<file path="src/rtl/irq_summary_pkg.sv">
// Package: shared register addresses and master-register bit positions
// for the grouped interrupt summary block.
package irq_summary_pkg;
    typedef enum logic [1:0] {
        ADDR_STAT_LO = 2'd0,
        ADDR_STAT_HI = 2'd1,
        ADDR_MASTER  = 2'd2,
        ADDR_SPARE   = 2'd3
    } reg_addr_e;

    localparam int MST_EN_BIT  = 12;
    localparam int MST_EOI_BIT = 13;
endpackage

</file>
<file path="src/rtl/irq_group_summary.sv">
// irq_group_summary: ORs each group of GRP consecutive pending flags into one
// summary bit and registers the result. Bits at or above VALID_GROUPS are
// tied to 0. While blank is high, the registered summary loads all zeros.
// Assumes NUM_PINS <= VALID_GROUPS*GRP (pins beyond that are not summarised).
module irq_group_summary #(
    parameter int NUM_PINS     = 184,
    parameter int GRP          = 4,
    parameter int VALID_GROUPS = 46,
    parameter int SUM_W        = 64
) (
    input  logic                clk,
    input  logic                rst_n,
    input  logic [NUM_PINS-1:0] pend,
    input  logic                blank,
    output logic [SUM_W-1:0]    sum_q
);
    localparam int RAW_GROUPS = (NUM_PINS + GRP - 1) / GRP;
    localparam int USED       = (RAW_GROUPS < VALID_GROUPS) ? RAW_GROUPS : VALID_GROUPS;

    logic [SUM_W-1:0] sum_d;

    for (genvar g = 0; g < SUM_W; g++) begin : g_grp
        if (g < USED) begin : g_used
            logic [GRP-1:0] members;
            for (genvar j = 0; j < GRP; j++) begin : g_mem
                if (g * GRP + j < NUM_PINS) begin : g_real
                    assign members[j] = pend[g*GRP+j];
                end else begin : g_pad
                    assign members[j] = 1'b0;
                end
            end
            assign sum_d[g] = |members;
        end else begin : g_unused
            assign sum_d[g] = 1'b0;
        end
    end

    // Capture the grouped flags, or zeros while status is blanked.
    always_ff @(posedge clk) begin
        if (!rst_n)     sum_q <= '0;
        else if (blank) sum_q <= '0;
        else            sum_q <= sum_d;
    end
endmodule

</file>
<file path="src/rtl/irq_blank_timer.sv">
// irq_blank_timer: counts the status-blanking window. A configuration write
// reloads the counter with len when blanking is enabled and len is non-zero.
// Each ref_tick then takes one count away. blank is high while the count is
// non-zero. A reload takes priority over a tick in the same cycle.
module irq_blank_timer #(
    parameter int LEN_W = 12
) (
    input  logic             clk,
    input  logic             rst_n,
    input  logic             cfg_wr,
    input  logic             mask_en,
    input  logic [LEN_W-1:0] len,
    input  logic             tick,
    output logic             blank
);
    logic [LEN_W-1:0] cnt_q;

    // Reload on a qualifying configuration write, otherwise count ticks down.
    always_ff @(posedge clk) begin
        if (!rst_n)                                cnt_q <= '0;
        else if (cfg_wr && mask_en && len != '0)   cnt_q <= len;
        else if (tick && cnt_q != '0)              cnt_q <= cnt_q - 1'b1;
    end

    assign blank = (cnt_q != '0);
endmodule

</file>
<file path="src/rtl/irq_master_regs.sv">
// irq_master_regs: holds the blanking enable and length, and turns an EOI
// write into a one-cycle hold-off pulse. EOI is a strobe and is not stored
// as a readable field.
module irq_master_regs
    import irq_summary_pkg::*;
#(
    parameter int LEN_W  = 12,
    parameter int WORD_W = 32
) (
    input  logic              clk,
    input  logic              rst_n,
    input  logic              reg_wr,
    input  logic [1:0]        reg_addr,
    input  logic [WORD_W-1:0] reg_wdata,
    output logic              mask_en,
    output logic [LEN_W-1:0]  len,
    output logic              eoi_hold
);
    logic mst_wr;
    assign mst_wr = reg_wr && (reg_addr == ADDR_MASTER);

    // Store the blanking fields on a master write.
    always_ff @(posedge clk) begin
        if (!rst_n) begin
            mask_en <= 1'b0;
            len     <= '0;
        end else if (mst_wr) begin
            mask_en <= reg_wdata[MST_EN_BIT];
            len     <= reg_wdata[LEN_W-1:0];
        end
    end

    // Raise the hold-off for the cycle after an EOI write.
    always_ff @(posedge clk) begin
        if (!rst_n) eoi_hold <= 1'b0;
        else        eoi_hold <= mst_wr && reg_wdata[MST_EOI_BIT];
    end
endmodule

</file>
<file path="src/rtl/irq_summary_top.sv">
// irq_summary_top: grouped pin interrupt summary with the host interrupt line,
// EOI hold-off, status blanking window and enable-readback masking.
// Assumes dbcfg_wr is a one-cycle pulse per configuration write and ref_tick
// is a one-cycle pulse per reference-clock tick, both synchronous to clk.
module irq_summary_top
    import irq_summary_pkg::*;
#(
    parameter int NUM_PINS     = 184,
    parameter int GRP          = 4,
    parameter int VALID_GROUPS = 46,
    parameter int LEN_W        = 12,
    parameter int WORD_W       = 32
) (
    input  logic                clk,
    input  logic                rst_n,
    input  logic [NUM_PINS-1:0] pin_pend,
    input  logic [NUM_PINS-1:0] pin_ien,
    input  logic                ref_tick,
    input  logic                dbcfg_wr,
    input  logic                reg_wr,
    input  logic [1:0]          reg_addr,
    input  logic [WORD_W-1:0]   reg_wdata,
    output logic [WORD_W-1:0]   reg_rdata,
    output logic                host_irq,
    output logic [NUM_PINS-1:0] pin_ien_rd
);
    localparam int SUM_W = 2 * WORD_W;

    logic [SUM_W-1:0] sum_q;
    logic             blank;
    logic             mask_en;
    logic [LEN_W-1:0] len;
    logic             eoi_hold;

    irq_master_regs #(.LEN_W(LEN_W), .WORD_W(WORD_W)) u_mst (
        .clk(clk), .rst_n(rst_n), .reg_wr(reg_wr), .reg_addr(reg_addr),
        .reg_wdata(reg_wdata), .mask_en(mask_en), .len(len), .eoi_hold(eoi_hold)
    );

    irq_blank_timer #(.LEN_W(LEN_W)) u_blank (
        .clk(clk), .rst_n(rst_n), .cfg_wr(dbcfg_wr), .mask_en(mask_en),
        .len(len), .tick(ref_tick), .blank(blank)
    );

    irq_group_summary #(
        .NUM_PINS(NUM_PINS), .GRP(GRP), .VALID_GROUPS(VALID_GROUPS), .SUM_W(SUM_W)
    ) u_sum (
        .clk(clk), .rst_n(rst_n), .pend(pin_pend), .blank(blank), .sum_q(sum_q)
    );

    // Read mux over the two status words and the master register.
    always_comb begin
        reg_rdata = '0;
        case (reg_addr)
            ADDR_STAT_LO: reg_rdata = sum_q[WORD_W-1:0];
            ADDR_STAT_HI: reg_rdata = sum_q[SUM_W-1:WORD_W];
            ADDR_MASTER: begin
                reg_rdata[LEN_W-1:0]  = len;
                reg_rdata[MST_EN_BIT] = mask_en;
            end
            default: reg_rdata = '0;
        endcase
    end

    assign host_irq   = (|sum_q) && !eoi_hold;
    assign pin_ien_rd = blank ? '0 : pin_ien;
endmodule

</file>
<file path="config.mk">
export PLATFORM = sky130hd
export DESIGN_NAME = irq_summary_top
export DESIGN_NICKNAME = d
export VERILOG_FILES = /design/src/rtl/irq_summary_pkg.sv /design/src/rtl/irq_group_summary.sv /design/src/rtl/irq_blank_timer.sv /design/src/rtl/irq_master_regs.sv /design/src/rtl/irq_summary_top.sv
export SDC_FILE = /design/constraint.sdc
export NUM_CORES = 1
export LEC_CHECK = 0
export CAP_MARGIN = 10
export CORE_AREA = 2 2 244 246
export DETAILED_ROUTE_END_ITERATION = 8
export DIE_AREA = 0 0 246 248
export HOLD_SLACK_MARGIN = 0.03
export SYNTH_ARGS = -nofsm -noshare
export SYNTH_HDL_FRONTEND = slang
export SYNTH_SLANG_ARGS = --single-unit
export TNS_END_PERCENT = 10
</file>
<file path="constraint.sdc">
create_clock -name clk -period 2.88 [get_ports clk]
set_clock_uncertainty 0.05 [all_clocks]
set_input_delay 0.576 -clock clk [delete_from_list [all_inputs] [get_ports clk]]
set_output_delay 0.576 -clock clk [all_outputs]
set_load 0.1 [all_outputs]
</file>
==> results.ini, run 1 <==
[outcome]
outcome=finished with violations
violations=setup timing

[placement]
dpl.hpwl_um=26500
postPlaceCellArea_mm2=0.0138
globalplace.congestion=0.807
io_buffer_count=605
place_inst=1950

[timing]
slew_violations=0
hold_violations=0
rsz0062_at_grt=yes
worst_pin_slew_ns=0.712
finalCritPeriodShare=1.06
setup_violations=184
fin_ws_ns=-0.176
relSlewSlack=0.521
fmaxAchievable_mhz=327
min_period_ns=3.06

[global_routing]
grt_overflow=0
gr-usage-all-layers=0.0961
antenna_found_initial=3
grt_max_degree=48
grt_pass1_vias=6998
grt_pass1_wl_um=44100

[drt]
drt_first_pass_iters=4
drt_iter0_drc=305
vias=6787
vias_per_cell=3.41
drt-total-wl_um=33300
drc=0
wl_per_cell_um=16.8
drt.antenna.violating_nets=0

[worst_setup_path]
cp.required_ns=2.25
worstPathArrival_ns=2.43
crit_top_cell=buf_6
crit_path_max_incr_delay_ns=0.48
r2r_cells=10
path_class=reg -> out
critPathLaunchType=flop
crit_fanout=9
reg2reg_slack_ns=0.56
worstPathCellList=inv_2 -> ha_4 -> or4b_4 -> nor4_4 -> buf_6 -> buf_16 -> buf_6 -> and2_4 -> buf_12
crit_path_top_delay_cell=or4b_4
end_kind=output port

[floorplan]
start_util=0.0761
rows=89
core-area_mm2=0.0585
fp.dieW_um=246
dieHeight_um=248
pin_count=624
die_area_mm2=0.0610

[synthesis]
syn-cell-area_mm2=0.00445
async_flop_share=0
yosysTopAreaCell=dfxtp_1
ys_top_cells_by_area=dfxtp_1 32%, and2_1 28%, nor4_1 8.4%
ys_warn_count=0
avgSynthCellArea_um2=7.58
synth-edff-count=0
yosysTopAreaCellShare=0.324
ys_ff_latch=72
ys_seq_area_frac=0.324
netlist_instances=587
synth-main-ff-cell=dfxtp_1
synth_cell_types=41
synth_fp_nets=996

[clock_tree]
postCtsHoldBufs=0
clk_pin_slew_ns=0.06
cts_htree_levels=3
clock-root-buffer=clkbuf_16
cts.sinks=72
cts_tree=yes
cts_buffers=9
clock_latency_ns=0.34
ctsLongestPathBuffers=2

[layout]
layoutNonFillerInstCount=1989
drive_gt1_frac=0.407
nets=1620
area_delta_synth_final_pct=240
diodes=0
layout_commonest_cell=clkdlybuf4s50_1
mostFrequentLayoutCells=388 x clkdlybuf4s50_1, 228 x buf_12, 183 x and2_4
design_area_mm2=0.0151

[min_path]
hold_depth=2
hold_path.class=reg -> reg

[run]
maxCapViolations=0

cell type report:
cell class	instances	area, um2
tap	773	967
clock inverter	6	92.6
multi-input combinational	472	3400
fill	6165	43300
sequential	72	1440
timing repair buffer	653	8970
clock buffer	10	229
inverter	3	11.3
cell usage after synthesis, types with 2 or more instances:
cell type / n
and2_1: 202
dfxtp_1: 72
nor4_1: 60
nor2_1: 56
nand2_1: 47
o21ai_0: 26
clkbuf_1: 20
buf_2: 17
mux2i_1: 16
a21boi_0: 13
a31oi_1: 7
a21oi_1: 6
nor3_1: 4
inv_1: 3
nand4_1: 3
o31ai_1: 3
or4_2: 3
ha_1: 2
nand4bb_1: 2
or2_2: 2
or3_1: 2
or3_2: 2
per-layer routing:
layer,global-route usage,part of all wire,up-vias
met5,0,0.00039,-
met4,0.0168,0.012,2
met3,0.0237,0.079,26
met2,0.182,0.53,363
met1,0.109,0.38,3146
li1,-,-,3250
kinds of logic after synthesis:
| group | Yosys count | synth area share |
|---|---|---|
| DFF | 72 | 0.324 |
| AOI/OAI and AO/OA | 60 | 0.0844 |
| buffers and inverters | 43 | 0.0436 |
| and+or+nand+nor | 394 | 0.506 |
| adders and majority gates | 2 | 0.00563 |
| muxes | 16 | 0.0360 |
registers in the layout, summed over array words and instances, names as in the netlist:
signal	cells
u_sum.sum_q	46
u_mst.eoi_hold	1
u_blank.cnt_q	12
u_mst.mask_en	1
u_mst.len	12
stage by stage:
| stage | setup TNS (ns) | hold slack [ns] | utilization | setup slack [ns] |
|---|---|---|---|---|
| after floorplan | -27.97 | 0.406 | - | -0.193 |
| after global placement | 0 | 0.425 | 0.237 | 0.000957 |
| after detailed placement | -0.137 | 0.436 | 0.237 | -0.0274 |
| after CTS | -53.77 | 0.447 | 0.253 | -0.370 |
| after global routing | -48.64 | 0.467 | 0.259 | -0.303 |
| final | -25.07 | 0.448 | 0.259 | -0.176 |
critical path, delay by kind of cell (launching register included):
kind          cells  cell delay, ns
flops             1            0.33
buf+inv           5            0.82
fa+ha+maj         1            0.13
simple gates      3            0.80
final timing paths:
path | startpoint | to
worst max register to register | u_blank.cnt_q[1] | u_sum.sum_q[17]
worst min register to register | u_mst.mask_en | u_mst.mask_en
worst max-delay path | u_blank.cnt_q[1] | pin_ien_rd[118]
worst min-delay path | u_mst.mask_en | u_mst.mask_en
repair_timing:
item                                    4_1_cts  5_1_grt
endpoints found under the setup margin      184      184
cloned                                        7        9
pin swaps                                    90       77
hold endpoints to repair                      0        0
gates resized for setup                     149       71
setup buffers                                 7        3
Power of run 1 is left out: the tool's default activity adds up to more than one toggle a clock period on the data nets, which glitch-free logic cannot reach.
==> run 2: changes to the inputs <==
--- a/config.mk
+++ b/config.mk
@@ -10,6 +10,7 @@
 export DETAILED_ROUTE_END_ITERATION = 8
 export DIE_AREA = 0 0 246 248
 export HOLD_SLACK_MARGIN = 0.03
+export REMOVE_ABC_BUFFERS = 1
 export SYNTH_ARGS = -nofsm -noshare
 export SYNTH_HDL_FRONTEND = slang
 export SYNTH_SLANG_ARGS = --single-unit
==> results.ini, run 2 (same netlist as run 1, synthesis figures left out) <==
[clock_tree]
ctsLongestPathBuffers=2  ; unchanged
clock-root-buffer=clkbuf_16
cts_buffers=9  ; unchanged
clk_pin_slew_ns=0.06  ; about the same
cts_tree=yes
cts.sinks=72  ; unchanged
clock_latency_ns=0.36  ; +0.02 ns
cts_htree_levels=3  ; unchanged

[worst_setup_path]
path_class=reg -> out
cpLargestDelayFamily=buffers and inverters
rr_startpoint=u_blank.cnt_q[1]
end_kind=output port
reg2reg_slack_ns=0.45  ; -0.11 ns
critPathCapture=pin_ien_rd[64]
crit_top_cell=buf_12
critPathLaunchType=flop
worstPathArrival_ns=2.49  ; +0.06 ns
path_buf_inv=6  ; +1
r2r_end=u_sum.sum_q[33]
crit_path_top_delay_cell=or4b_4
r2r_cells=10  ; unchanged
crit_path_max_incr_delay_ns=0.49  ; about the same
crit_fanout=5  ; -4
cp-startpoint=u_blank.cnt_q[1]
cp.required_ns=2.25  ; about the same
path_depth=10  ; +1
worstPathCellList=inv_2 -> ha_4 -> or4b_4 -> nor4_4 -> buf_6 -> buf_12 -> buf_12 -> buf_16 -> and2_4 -> buf_12

[global_routing]
grt_pass1_wl_um=47000  ; +6.7%
use_met2=0.199  ; +0.0167
grt_overflow=0  ; unchanged
grt_pass1_vias=6973  ; -0.36%
grt_max_degree=40  ; -17%
gr-usage-met3=0.0346  ; +0.0109
use_met1=0.115  ; +0.00620
antenna_found_initial=8  ; +5
gr-usage-all-layers=0.107  ; +0.0110
top_usage_layer=met2

[floorplan]
dieHeight_um=248  ; unchanged
rows=89  ; unchanged
fp.dieW_um=246  ; unchanged
pin_count=624  ; unchanged
core-area_mm2=0.0585  ; unchanged
die_area_mm2=0.0610  ; unchanged
start_util=0.0761  ; unchanged

[drt]
vias_per_cell=3.42  ; +0.25%
drt_iter0_drc=219  ; -28%
wl_per_cell_um=18.2  ; +8.8%
drt-total-wl_um=36500  ; +9.4%
drt_first_pass_iters=4  ; unchanged
vias=6838  ; +0.75%
drc=0  ; unchanged
drt.antenna.violating_nets=0  ; unchanged

[outcome]
violations=setup timing
outcome=finished with violations

[timing]
hold_violations=0  ; unchanged
min_period_ns=3.12  ; +0.0607 ns
rsz0062_at_grt=yes
worst_pin_slew_ns=0.541  ; -0.172 ns
fmaxAchievable_mhz=321  ; -1.9%
holdWs_ns=0.450  ; +0.00269 ns
finalCritPeriodShare=1.08  ; +0.0211
slew_violations=0  ; unchanged
relSlewSlack=0.636  ; +0.115
setup_violations=184  ; unchanged
fin_ws_ns=-0.236  ; -0.0607 ns

[run]
maxCapViolations=0  ; unchanged

[layout]
nets=1630  ; +0.62%
multi_input_area_mm2=0.00327  ; -4.0%
layout.area.seq_mm2=0.00144  ; about the same
regMostFlops=u_sum.sum_q
mostFrequentLayoutCells=388 x clkdlybuf4s50_1, 229 x buf_12, 171 x and2_4
drive_gt1_frac=0.393  ; -0.0136
layout_commonest_cell=clkdlybuf4s50_1
area_delta_synth_final_pct=240  ; about the same
reg.largest.list=u_sum.sum_q (46), u_blank.cnt_q (12), u_mst.len (12)
nFillCells=6178  ; +0.21%
largest_reg_flops=46  ; unchanged

[placement]
preCtsSetupSlack_ns=-0.0499  ; -0.0225 ns
globalplace.congestion=0.744  ; -7.9%
io_buffer_count=605  ; unchanged
dpl.hpwl_um=29800  ; +12%

[min_path]
hold_path.class=reg -> reg

-- run 2: cell count changes in the layout (fill, tap and decap cells not counted), moves of 5 or more --
| cell | previous run | this run |
|---|---|---|
| and2_4 | 183 | 171 |
| and2_1 | 19 | 31 |
| o21ai_2 | 5 | 0 |
| o21ai_0 | 13 | 26 |
| o21ai_4 | 8 | 0 |
-- run 2: worst min-delay path, stage by stage (launching register included) --
cell      delay, ns
dfxtp_1        0.33
nand2_1        0.05
a21boi_0       0.07
-- run 2: worst min-delay path by stage --
stage,startpoint,endpoint,slack (ns),cells after the start
floorplan,u_mst.mask_en,u_mst.mask_en,0.41,2
global placement,u_blank.cnt_q[6],u_blank.cnt_q[6],0.42,2
detailed placement,u_blank.cnt_q[9],u_blank.cnt_q[9],0.44,2
CTS,u_blank.cnt_q[9],u_blank.cnt_q[9],0.45,2
global route,u_blank.cnt_q[6],u_blank.cnt_q[6],0.47,2
finish,u_mst.mask_en,u_mst.mask_en,0.45,2
-- run 2: timing repair --
item / 4_1_cts / 5_1_grt
buffers inserted: 10 / 5
setup endpoints to repair: 184 / 184
pin swaps: 49 / 92
gates resized for setup: 118 / 87
hold buffers: 0 / 0
cloned: 7 / 7
-- run 2: per-layer routing --
| metal | up-vias | share of wire |
|---|---|---|
| met4 | 10 | 0.022 |
| met2 | 398 | 0.53 |
| met5 | - | 0.0017 |
| met1 | 3127 | 0.36 |
| met3 | 42 | 0.089 |
| li1 | 3261 | - |
-- run 2: layout make-up --
class	count	area share
Clock inverter	5	0.00372
Multi-Input combinational cell	472	0.216
Antenna cell	1	0.000165
Timing Repair Buffer	663	0.604
Clock buffer	10	0.0158
Sequential cell	72	0.0955
Tap cell	773	0.0639
Inverter	3	0.000744
-- run 2: per-stage QoR --
stage	cells	utilization	TNS (ns)	instance area (um2)
floorplan	547	-	-1135.29	4260
global placement	1954	0.236	-0.000154	13800
detailed placement	1954	0.236	-0.694	13800
CTS	1986	0.251	-61.11	14700
global route	1998	0.259	-59.27	15100
finish	1999	0.259	-35.05	15100
Power of run 2 is left out for the same reason.
==> run 3: changes to the inputs <==
==> constraint.sdc (replaced) <==
create_clock -name clk -period 3 [get_ports clk]
set_clock_uncertainty 0.05 [all_clocks]
set_input_delay 0.6 -clock clk [delete_from_list [all_inputs] [get_ports clk]]
set_output_delay 0.6 -clock clk [all_outputs]
set_load 0.1 [all_outputs]
==> results.ini, run 3 (same netlist as run 1, synthesis figures left out) <==
[floorplan]
die_area_mm2=0.0610  ; unchanged
pin_count=624  ; unchanged
dieHeight_um=248  ; unchanged
core-area_mm2=0.0585  ; unchanged
start_util=0.0761  ; unchanged
fp.dieW_um=246  ; unchanged
rows=89  ; unchanged

[drt]
drt.antenna.violating_nets=0  ; unchanged
drt_first_pass_iters=4  ; unchanged
drc=0  ; unchanged
drt_iter0_drc=156  ; -29%
drt-total-wl_um=34300  ; -6.1%
vias=6685  ; -2.2%
wl_per_cell_um=17.3  ; -5.3%
vias_per_cell=3.37  ; -1.5%

[layout]
regMostFlops=u_sum.sum_q
nets=1613  ; -1.0%
design_area_mm2=0.0147  ; -2.5%
mostFrequentLayoutCells=388 x clkdlybuf4s50_1, 225 x buf_12, 152 x and2_4
drive_gt1_frac=0.370  ; -0.0237
area_delta_synth_final_pct=232
largest_reg_flops=46  ; unchanged
reg.largest.list=u_sum.sum_q (46), u_blank.cnt_q (12), u_mst.len (12)
layout_commonest_cell=clkdlybuf4s50_1
nFillCells=6215  ; +0.60%

[global_routing]
grt_max_degree=47  ; +18%
antenna_found_initial=13  ; +5
grt_overflow=0  ; unchanged
gr-usage-all-layers=0.105  ; -0.00189
grt_pass1_wl_um=46500  ; -1.2%
grt_pass1_vias=6828  ; -2.1%

[timing]
finalCritPeriodShare=1.04
holdWs_ns=0.443  ; -0.00755 ns
relSlewSlack=0.651  ; +0.0149
slew_violations=0  ; unchanged
setup_violations=175  ; -4.9%
min_period_ns=3.11
hold_violations=0  ; unchanged
worst_pin_slew_ns=0.518  ; -0.0222 ns
fin_ws_ns=-0.112  ; +0.125 ns
fmaxAchievable_mhz=321
rsz0062_at_grt=yes

[min_path]
hold_depth=2  ; unchanged
whs_endpoint=u_blank.cnt_q[6]
hold_path.class=reg -> reg
min_from=u_blank.cnt_q[6]

[placement]
postPlaceCellArea_mm2=0.0137  ; -0.47%
io_buffer_count=605  ; unchanged
preCtsSetupSlack_ns=-0.00841  ; +0.0415 ns
dpl.hpwl_um=29700  ; -0.38%
globalplace.congestion=0.752  ; +1.1%

[clock_tree]
ctsLongestPathBuffers=2  ; unchanged
cts_tree=yes
cts_buffers=9  ; unchanged
clock-root-buffer=clkbuf_16
clk_pin_slew_ns=0.07  ; about the same
cts_htree_levels=3  ; unchanged
clock_latency_ns=0.36  ; about the same
postCtsHoldBufs=0  ; unchanged
cts.sinks=72  ; unchanged

[worst_setup_path]
crit_path_max_incr_delay_ns=0.47  ; -0.02 ns
r2r_cells=11  ; +1
path_buf_inv=5  ; -1
crit_top_cell=buf_12
path_class=reg -> out
crit_fanout=42  ; +37
worstPathArrival_ns=2.46  ; -0.03 ns
end_kind=output port
path_depth=9  ; -1
crit_path_top_delay_cell=or4b_4
rr_startpoint=u_blank.cnt_q[1]
reg2reg_slack_ns=0.59  ; +0.14 ns
cpLargestDelayFamily=simple AND/OR/NAND/NOR gates
r2r_end=u_sum.sum_q[34]
worstPathCellList=inv_2 -> ha_4 -> or4b_4 -> nor4_4 -> buf_6 -> buf_12 -> buf_16 -> and2_1 -> buf_12
cp.required_ns=2.35  ; +0.10 ns
critPathLaunchType=flop

[outcome]
outcome=finished with violations
violations=setup timing

[run]
maxCapViolations=0  ; unchanged

## run 3: how the worst max path moves through the flow
| stage | to | from |
|---|---|---|
| after floorplan | u_sum.sum_q[0] | u_blank.cnt_q[0] |
| after global placement | pin_ien_rd[22] | u_blank.cnt_q[0] |
| after detailed placement | pin_ien_rd[22] | u_blank.cnt_q[0] |
| after CTS | pin_ien_rd[142] | u_blank.cnt_q[0] |
| after global routing | pin_ien_rd[110] | u_blank.cnt_q[1] |
| final | pin_ien_rd[157] | u_blank.cnt_q[1] |
## run 3: layout make-up
class,count,area (um2),area share
Clock buffer,9,225,0.0153
Tap cell,773,967,0.0656
Sequential cell,72,1440,0.0979
Inverter,3,11.3,0.000764
Clock inverter,7,104,0.00704
Timing Repair Buffer,646,8770,0.595
Multi-Input combinational cell,472,3220,0.218
Antenna cell,2,5.00,0.000339
## run 3: layer usage
metal	track usage	wire, um	vias to the layer above
li1	-	-	3226
met1	0.113	11900	3019
met2	0.198	18300	383
met3	0.0327	3470	41
met4	0.0283	564	16
met5	0	90	-
## run 3: tightest hold or removal path, delay by kind of cell, from the launching register on
| family | cells | cell delay (ns) |
|---|---|---|
| AO/OA/AOI/OAI | 2 | 0.14 |
| flip-flops | 1 | 0.31 |
## run 3: through the flow
stage,TNS (ns),cells,util
2_1_floorplan,-1110.57,547,-
3_3_place_gp,0,1947,0.235
3_5_place_dp,-0.00841,1947,0.235
4_1_cts,-47.30,1981,0.251
5_1_grt,-27.90,1982,0.252
6_report,-11.14,1984,0.252
## run 3: repair_timing
| action | in CTS | in global routing |
|---|---|---|
| pin swaps | 74 | 42 |
| endpoints found under the setup margin | 184 | 184 |
| gates resized for setup | 127 | 52 |
| setup buffers | 14 | 4 |
| gates cloned | 4 | 0 |
Power of run 3 is left out for the same reason.
